<file path="src/rtl/wnd_pkg.sv">
package wnd_pkg;
    localparam int SEG_W = 8;

    typedef struct packed {
        logic             vld;
        logic             late;
        logic [SEG_W-1:0] data;
    } slot_t;
endpackage

</file>
<file path="src/rtl/wnd_hold_bank.sv">
module wnd_hold_bank #(
    parameter int NSLOT = 12
) (
    input  logic                            clk,
    input  logic                            rst,
    input  logic [NSLOT-1:0]                cur_vld,
    input  logic [NSLOT*wnd_pkg::SEG_W-1:0] cur_data,
    output logic [NSLOT-1:0]                held_vld,
    output logic [NSLOT*wnd_pkg::SEG_W-1:0] held_data
);
    typedef struct packed {
        logic [NSLOT-1:0]                vld;
        logic [NSLOT*wnd_pkg::SEG_W-1:0] data;
    } hold_t;

    hold_t hold_d, hold_q;

    always_comb begin
        hold_d.vld  = cur_vld;
        hold_d.data = cur_data;
    end

    always_ff @(posedge clk) begin
        if (rst) hold_q <= '0;
        else     hold_q <= hold_d;
    end

    assign held_vld  = hold_q.vld;
    assign held_data = hold_q.data;
endmodule

</file>
<file path="src/rtl/wnd_slot_merge.sv">
module wnd_slot_merge #(
    parameter int SLOTS = 3
) (
    input  logic [SLOTS-1:0]                cur_vld,
    input  logic [SLOTS*wnd_pkg::SEG_W-1:0] cur_data,
    input  logic [SLOTS-1:0]                held_vld,
    input  logic [SLOTS*wnd_pkg::SEG_W-1:0] held_data,
    output wnd_pkg::slot_t [SLOTS-1:0]      merged
);
    localparam int SW = wnd_pkg::SEG_W;

    int   empty_rank;
    int   held_rank;
    logic taken;

    always_comb begin
        merged     = '0;
        empty_rank = 0;
        held_rank  = 0;
        taken      = 1'b0;
        for (int s = 0; s < SLOTS; s++) begin
            if (cur_vld[s]) begin
                merged[s].vld  = 1'b1;
                merged[s].late = 1'b0;
                merged[s].data = cur_data[s*SW +: SW];
            end else begin
                held_rank = 0;
                taken     = 1'b0;
                for (int h = 0; h < SLOTS; h++) begin
                    if (held_vld[h]) begin
                        if (!taken && held_rank == empty_rank) begin
                            merged[s].vld  = 1'b1;
                            merged[s].late = 1'b1;
                            merged[s].data = held_data[h*SW +: SW];
                            taken          = 1'b1;
                        end
                        held_rank = held_rank + 1;
                    end
                end
                empty_rank = empty_rank + 1;
            end
        end
    end
endmodule

</file>
<file path="src/rtl/wnd_late_window.sv">
module wnd_late_window #(
    parameter int GROUPS = 4,
    parameter int SLOTS  = 3
) (
    input  logic                                   clk,
    input  logic                                   rst,
    input  logic [GROUPS*SLOTS-1:0]                in_vld,
    input  logic [GROUPS*SLOTS*wnd_pkg::SEG_W-1:0] in_data,
    output logic [GROUPS*SLOTS-1:0]                out_vld,
    output logic [GROUPS*SLOTS-1:0]                out_late,
    output logic [GROUPS*SLOTS*wnd_pkg::SEG_W-1:0] out_data
);
    localparam int SW    = wnd_pkg::SEG_W;
    localparam int NSLOT = GROUPS * SLOTS;
    localparam int GW    = SLOTS * SW;

    logic [NSLOT-1:0]         held_vld;
    logic [NSLOT*SW-1:0]      held_data;
    wnd_pkg::slot_t [NSLOT-1:0] merged;

    wnd_hold_bank #(.NSLOT(NSLOT)) i_hold (
        .clk      (clk),
        .rst      (rst),
        .cur_vld  (in_vld),
        .cur_data (in_data),
        .held_vld (held_vld),
        .held_data(held_data)
    );

    for (genvar g = 0; g < GROUPS; g++) begin : g_group
        wnd_slot_merge #(.SLOTS(SLOTS)) i_merge (
            .cur_vld  (in_vld[g*SLOTS +: SLOTS]),
            .cur_data (in_data[g*GW +: GW]),
            .held_vld (held_vld[g*SLOTS +: SLOTS]),
            .held_data(held_data[g*GW +: GW]),
            .merged   (merged[g*SLOTS +: SLOTS])
        );
    end

    typedef struct packed {
        logic [NSLOT-1:0]    vld;
        logic [NSLOT-1:0]    late;
        logic [NSLOT*SW-1:0] data;
    } out_t;

    out_t out_d, out_q;

    always_comb begin
        out_d = '0;
        for (int i = 0; i < NSLOT; i++) begin
            out_d.vld[i]            = merged[i].vld;
            out_d.late[i]           = merged[i].late;
            out_d.data[i*SW +: SW]  = merged[i].data;
        end
    end

    always_ff @(posedge clk) begin
        if (rst) out_q <= '0;
        else     out_q <= out_d;
    end

    assign out_vld  = out_q.vld;
    assign out_late = out_q.late;
    assign out_data = out_q.data;
endmodule

</file>
<file path="config.mk">
export PLATFORM = sky130hd
export DESIGN_NAME = wnd_late_window
export DESIGN_NICKNAME = d
export VERILOG_FILES = /design/src/rtl/wnd_pkg.sv /design/src/rtl/wnd_hold_bank.sv /design/src/rtl/wnd_slot_merge.sv /design/src/rtl/wnd_late_window.sv
export SDC_FILE = /design/constraint.sdc
export NUM_CORES = 1
export LEC_CHECK = 0
export CAP_MARGIN = 5
export CORE_AREA = 2 2 148 150
export CTS_BUF_LIST = sky130_fd_sc_hd__clkbuf_4 sky130_fd_sc_hd__clkbuf_8 sky130_fd_sc_hd__clkbuf_16
export CTS_CLUSTER_SIZE = 30
export DETAILED_ROUTE_END_ITERATION = 12
export DIE_AREA = 0 0 150 152
export GPL_TIMING_DRIVEN = 0
export HOLD_SLACK_MARGIN = 0.06
export PLACE_DENSITY = 0.8
export SKIP_LAST_GASP = 1
export SLEW_MARGIN = 40
export SYNTH_ARGS = -nofsm -noshare
export SYNTH_HDL_FRONTEND = slang
export SYNTH_SLANG_ARGS = --single-unit
</file>
<file path="constraint.sdc">
create_clock -name clk -period 2.4 [get_ports clk]
set_input_delay 0.36 -clock clk [delete_from_list [all_inputs] [get_ports clk]]
set_output_delay 0.36 -clock clk [all_outputs]
set_load 0.005 [all_outputs]
</file>
Word-level counts from Yosys, hierarchy flattened
Index checks and enable logic that the tools add are counted.
Widths: inputs -> output; s select.
{"block": "word_totals", "register_bits": 228, "output_inout_bits": 120}
{"block": "op_classes", "muxes": 196, "n_eq_ne": 16, "addsub": 16, "reduce_logical": 76}
{"cell": "$mux 32", "n": 40}
{"cell": "$mux 10", "n": 80}
{"cell": "$add 32x2->32 const B", "n": 16}
{"cell": "$eq 32x32->1", "n": 16}
{"cell": "$logic_not 32->1", "n": 16}
{"cell": "$mux 1", "n": 76}
{"cell": "$logic_and 1x1->1", "n": 24}
{"cell": "$logic_not 1->1", "n": 24}
{"cell": "$reduce_or 2->1", "n": 12}

Longest topological paths before layout
{"block": "depth", "depth_word": 17, "depth_mapped": 9, "mapped_depth_nobuf": 6}

Cells and area by module
From an unflattened synthesis, not the netlist that was laid out.
{"block": "hier_totals", "hier_cells": 1127, "hier_area_um2": 10700.3}
{"module": "wnd_late_window", "cells_each": 253, "n_inst": 1, "area_per_inst_um2": 3220.6}
{"module": "wnd_hold_bank", "cells_each": 228, "n_inst": 1, "area_per_inst_um2": 2947.8}
{"module": "wnd_slot_merge at g_group[2].i_merge ...", "cells_each": 157, "n_inst": 2, "area_per_inst_um2": 1127.3}
{"module": "wnd_slot_merge at g_group[1].i_merge", "cells_each": 157, "n_inst": 1, "area_per_inst_um2": 1177.4}
{"module": "wnd_slot_merge at g_group[0].i_merge", "cells_each": 175, "n_inst": 1, "area_per_inst_um2": 1099.8}

Worst setup path before layout
No wires, ideal clock.
{"block": "synth_timing", "kind": "reg2reg", "start": "register i_hold.hold_q, in the netlist i_hold.held_vld[9]", "end": "register out_q, in the netlist out_data[88]", "slack_ns": -0.048, "n_path_buf": 3, "required_time_ns": 2.316, "arrival_time_ns": 2.364, "path_stages_with_launch": 10, "setup_time_ns": 0.084, "path_cell_list": "dfxtp_1 > clkbuf_1 > clkbuf_1 > inv_1 > ha_1 > xnor2_1 > nand3_1 > or4_1 > buf_2 > o221ai_1"}
{"block": "synth_via", "elab_chain_len": 12, "word_cells_on_any_way": 22}
{"element": "from (decl)", "line_no": "wnd_hold_bank.sv:16", "rtl": "hold_t hold_d, hold_q;"}
{"element": "from (signal assigned)", "line_no": "wnd_hold_bank.sv:25", "rtl": "else hold_q <= hold_d;"}
{"element": "branches (longest 10 deep; another with $add 32x2->32)"}
{"element": "$mux 10 (*)", "line_no": "wnd_slot_merge.sv:30", "rtl": "if (held_vld[h]) begin"}
{"element": "$mux 10 (*)", "line_no": "wnd_slot_merge.sv:22", "rtl": "if (cur_vld[s]) begin"}
{"element": "to (signal assigned)", "line_no": "wnd_late_window.sv:59", "rtl": "else out_q <= out_d;"}
{"element": "to (decl)", "line_no": "wnd_late_window.sv:46", "rtl": "out_t out_d, out_q;"}
Mark *: on every way between the ends. The select of a mux whose other input is x is not followed.
A chain may end at the register's enable or synchronous reset.

Final worst setup path
{"block": "layout_timing", "start": "input port in_vld[10]", "end": "register out_q, in the netlist out_data[94]"}
{"block": "layout_via", "elab_chain_len": 15, "word_cells_on_any_way": 21}
{"element": "from (decl)", "line_no": "wnd_late_window.sv:7", "rtl": "input logic [GROUPS*SLOTS-1:0] in_vld,"}
{"element": "$mux 32 (*)", "line_no": "wnd_slot_merge.sv:22"}
{"element": "$logic_not 32->1", "line_no": "wnd_slot_merge.sv:31", "rtl": "if (!taken && held_rank == empty_rank) begin"}
{"element": "$mux 1", "line_no": "wnd_slot_merge.sv:31"}
{"element": "$mux 1", "line_no": "wnd_slot_merge.sv:30"}
{"element": "$mux 1", "line_no": "wnd_slot_merge.sv:22"}
{"element": "$logic_not 1->1", "line_no": "wnd_slot_merge.sv:31"}
{"element": "$logic_and 1x1->1", "line_no": "wnd_slot_merge.sv:31"}
{"element": "$mux 1", "line_no": "wnd_slot_merge.sv:31"}
{"element": "$mux 1", "line_no": "wnd_slot_merge.sv:30"}
{"element": "$mux 1", "line_no": "wnd_slot_merge.sv:22"}
{"element": "$logic_not 1->1", "line_no": "wnd_slot_merge.sv:31"}
{"element": "$logic_and 1x1->1", "line_no": "wnd_slot_merge.sv:31"}
{"element": "$mux 10", "line_no": "wnd_slot_merge.sv:31"}
{"element": "$mux 10 (*)", "line_no": "wnd_slot_merge.sv:30"}
{"element": "$mux 10 (*)", "line_no": "wnd_slot_merge.sv:22"}
Every way passes the cells marked *; elsewhere a longest branch is shown, timed or not. The select of a mux whose other input is x is not followed.

==> run metrics <==
Post-DP HPWL 21.3 mm; final clock skew 0.0186 ns; Post-synth top flop dfxtp_1; Critical Path AT 2.74 ns; commonest non-fill, non-tap cell in the layout dfxtp_1; routed wire length 29.8 mm; CTS buffer count 24; diodes inserted 0; pwr dens 703 nW/um^2; final hold vios 0; initial core utilization 44.0%; clock latency at the later pin of the worst-skew pair 0.52 ns; clk root buf clkbuf_16; status complete, no violations; Placer Congestion 0.920; Leakage 5.02 nW; gr usage total 25.3%; syn_nets 1143; number of synthesized flops with an enable pin 0; Req. time, crit path 2.81 ns; TritonCTS clock tree done; clock sinks 228; core area 21400 um^2; endpoint class of the critical path flop; Yosys reg bits 228; synth top area cells dfxtp_1, nor2b_1, ha_1, nand3_1, a221o_1; I/O Buffers 229; post-route DRC violation count 0; clock slew at reported path FFs 0.06 ns; YS warnings 0; Hold Path Class in -> reg; Worst slew margin 51.0%; worst slack, placed -1.01 ns; Distinct cells, synth 41; grt ovf 0; area growth from synthesis to layout 39.2%; worst hold slack 0.309 ns; number of global-route vias before repair 8759; initial antenna violation count 0; max cap viols 0; fmax 429 MHz; CP Launch Type input port; top-area cell type share of the netlist area 48.6%; Final Net Count 1398; row count 54; die footprint 22800 um^2; Mapped Avg Cell Area 9.39 um^2; FFs w/ async S/R, synth 0%; Slew Viols, Final 0; Die Width 150 um; # IOs 230; Final setup viols 0; worst setup margin 0.0711 ns; Die Y 152 um; worst r2r src i_hold.held_vld[0]$_SDFF_PP0_; Setup CP Type in -> reg; final non-filler cell total 1552; Starting DRT DRC Count 668; unrepaired setup endpoints after global routing yes; CTS HTree Levels 1; worst vdd ir 0.510 mV; Pre-Repair DR Iteration Count 7; sequential-to-total area share from yosys stat 48.6%; Final ANT Viol Nets 0; first-pass GRT wire length 46.4 mm; hold_sp in_vld[4]; Via Count 8738; Mapped Area 9400 um^2; minimum clock period 2.33 ns; Tcrit/Tclk final 97.0%; placed cell count 1510; largest net degree at the start of global routing 20; crit-path max FO 8; Synth area leader dfxtp_1; Avg WL per Cell 19.2 um; Max Root-Sink Buffers 3; Util after Layout 61.3%; vias per cell 5.63; Syn Inst Count 1001; Critical Path Source in_vld[10]; commonest cells after routing, fill and taps aside dfxtp_1, clkdlybuf4s50_1, nor2b_1, nand2_1, nand3_1; Worst-Margin Slew 0.732 ns; layout cells sized above 1 8.88%
-- synth_stat cells, drive strengths merged, types with 23 or more instances --
cell type  count
ha            28
o221ai        32
buf           23
nand2         84
o32ai         30
clkbuf        34
inv           52
nand3         68
nor2b        105
a221oi        30
a21oi         56
a221o         32
dfxtp        228
a31oi         24
nor2          60
and3          33
-- critical path: stages --
cell and delay [ns]:
clkdlybuf4s50_1 0.65, inv_1 0.16, ha_1 0.34, xnor2_2 0.19, nand3_2 0.15, or4_1 0.48, buf_2 0.20, o221ai_1 0.22
-- power by group --
part	internal (mW)	switching (mW)	leakage, nW
combinational	0.646	0.609	2.71
clock	2.30	1.50	0.416
sequential	4.00	0.133	1.89
-- timing repair --
action	CTS	global route
hold buffers	0	0
buffers inserted	3	3
pin swaps	5	2
setup endpoints to repair	66	63
resized for setup	29	25
-- final timing paths --
path / slack [ns] / end / cells after the start
setup / recovery: 0.07 / out_data[94]$_SDFF_PP0_ / 8
hold / removal: 0.31 / out_late[4]$_SDFF_PP0_ / 2
hold reg to reg: 0.54 / out_data[15]$_SDFF_PP0_ / 1
setup reg to reg: 0.09 / out_data[16]$_SDFF_PP0_ / 8
-- layer usage --
metal / part of all wire, % / GRT usage (%) / up-vias
met2: 48 / 43.0 / 428
met5: 0 / 0 / -
met3: 8.6 / 5.47 / 62
met1: 41 / 31.8 / 4152
met4: 2.5 / 8.22 / 0
li1: - / - / 4096
-- state kept, by name, indices dropped and copies added, names as in the netlist --
signal            count
i_hold.held_data     96
i_hold.held_vld      12
out_data             96
out_late             12
out_vld              12
-- kinds of logic (layout without fill, tap and decap cells) --
kind of cell	count (synthesis)	after routing	synth area share, %
AOI/OAI and AO/OA	230	230	19.2
xor gates and xnor gates	12	12	1.12
adders and majority gates	32	32	4.58
buffers and inverters	109	380	4.58
DFF	228	228	48.6
and+or+nand+nor	390	390	21.9
-- per-stage QoR --
| step | area [um^2] | setup TNS (ns) | power (mW) |
|---|---|---|---|
| 6_report | 13100 | 0 | 9.19 |
| 5_1_grt | 13100 | -0.152 | 9.53 |
| 4_1_cts | 12900 | 0 | 9.20 |
| 3_5_place_dp | 12000 | -65.32 | 5.40 |
| 3_3_place_gp | 12000 | -60.97 | 5.38 |
| 2_1_floorplan | 9400 | 0 | 4.73 |
-- layout make-up --
class	instances	area, um^2
plain buffers	51	270
inverters	52	195
fillers	1814	8270
clock buffers	37	766
repair buffers	235	2340
flip-flops and latches	228	4570
clock inverters	5	60.1
multi-input cells	664	4530
well taps	280	350
Note: power is estimated with default switching activity, not from simulation.
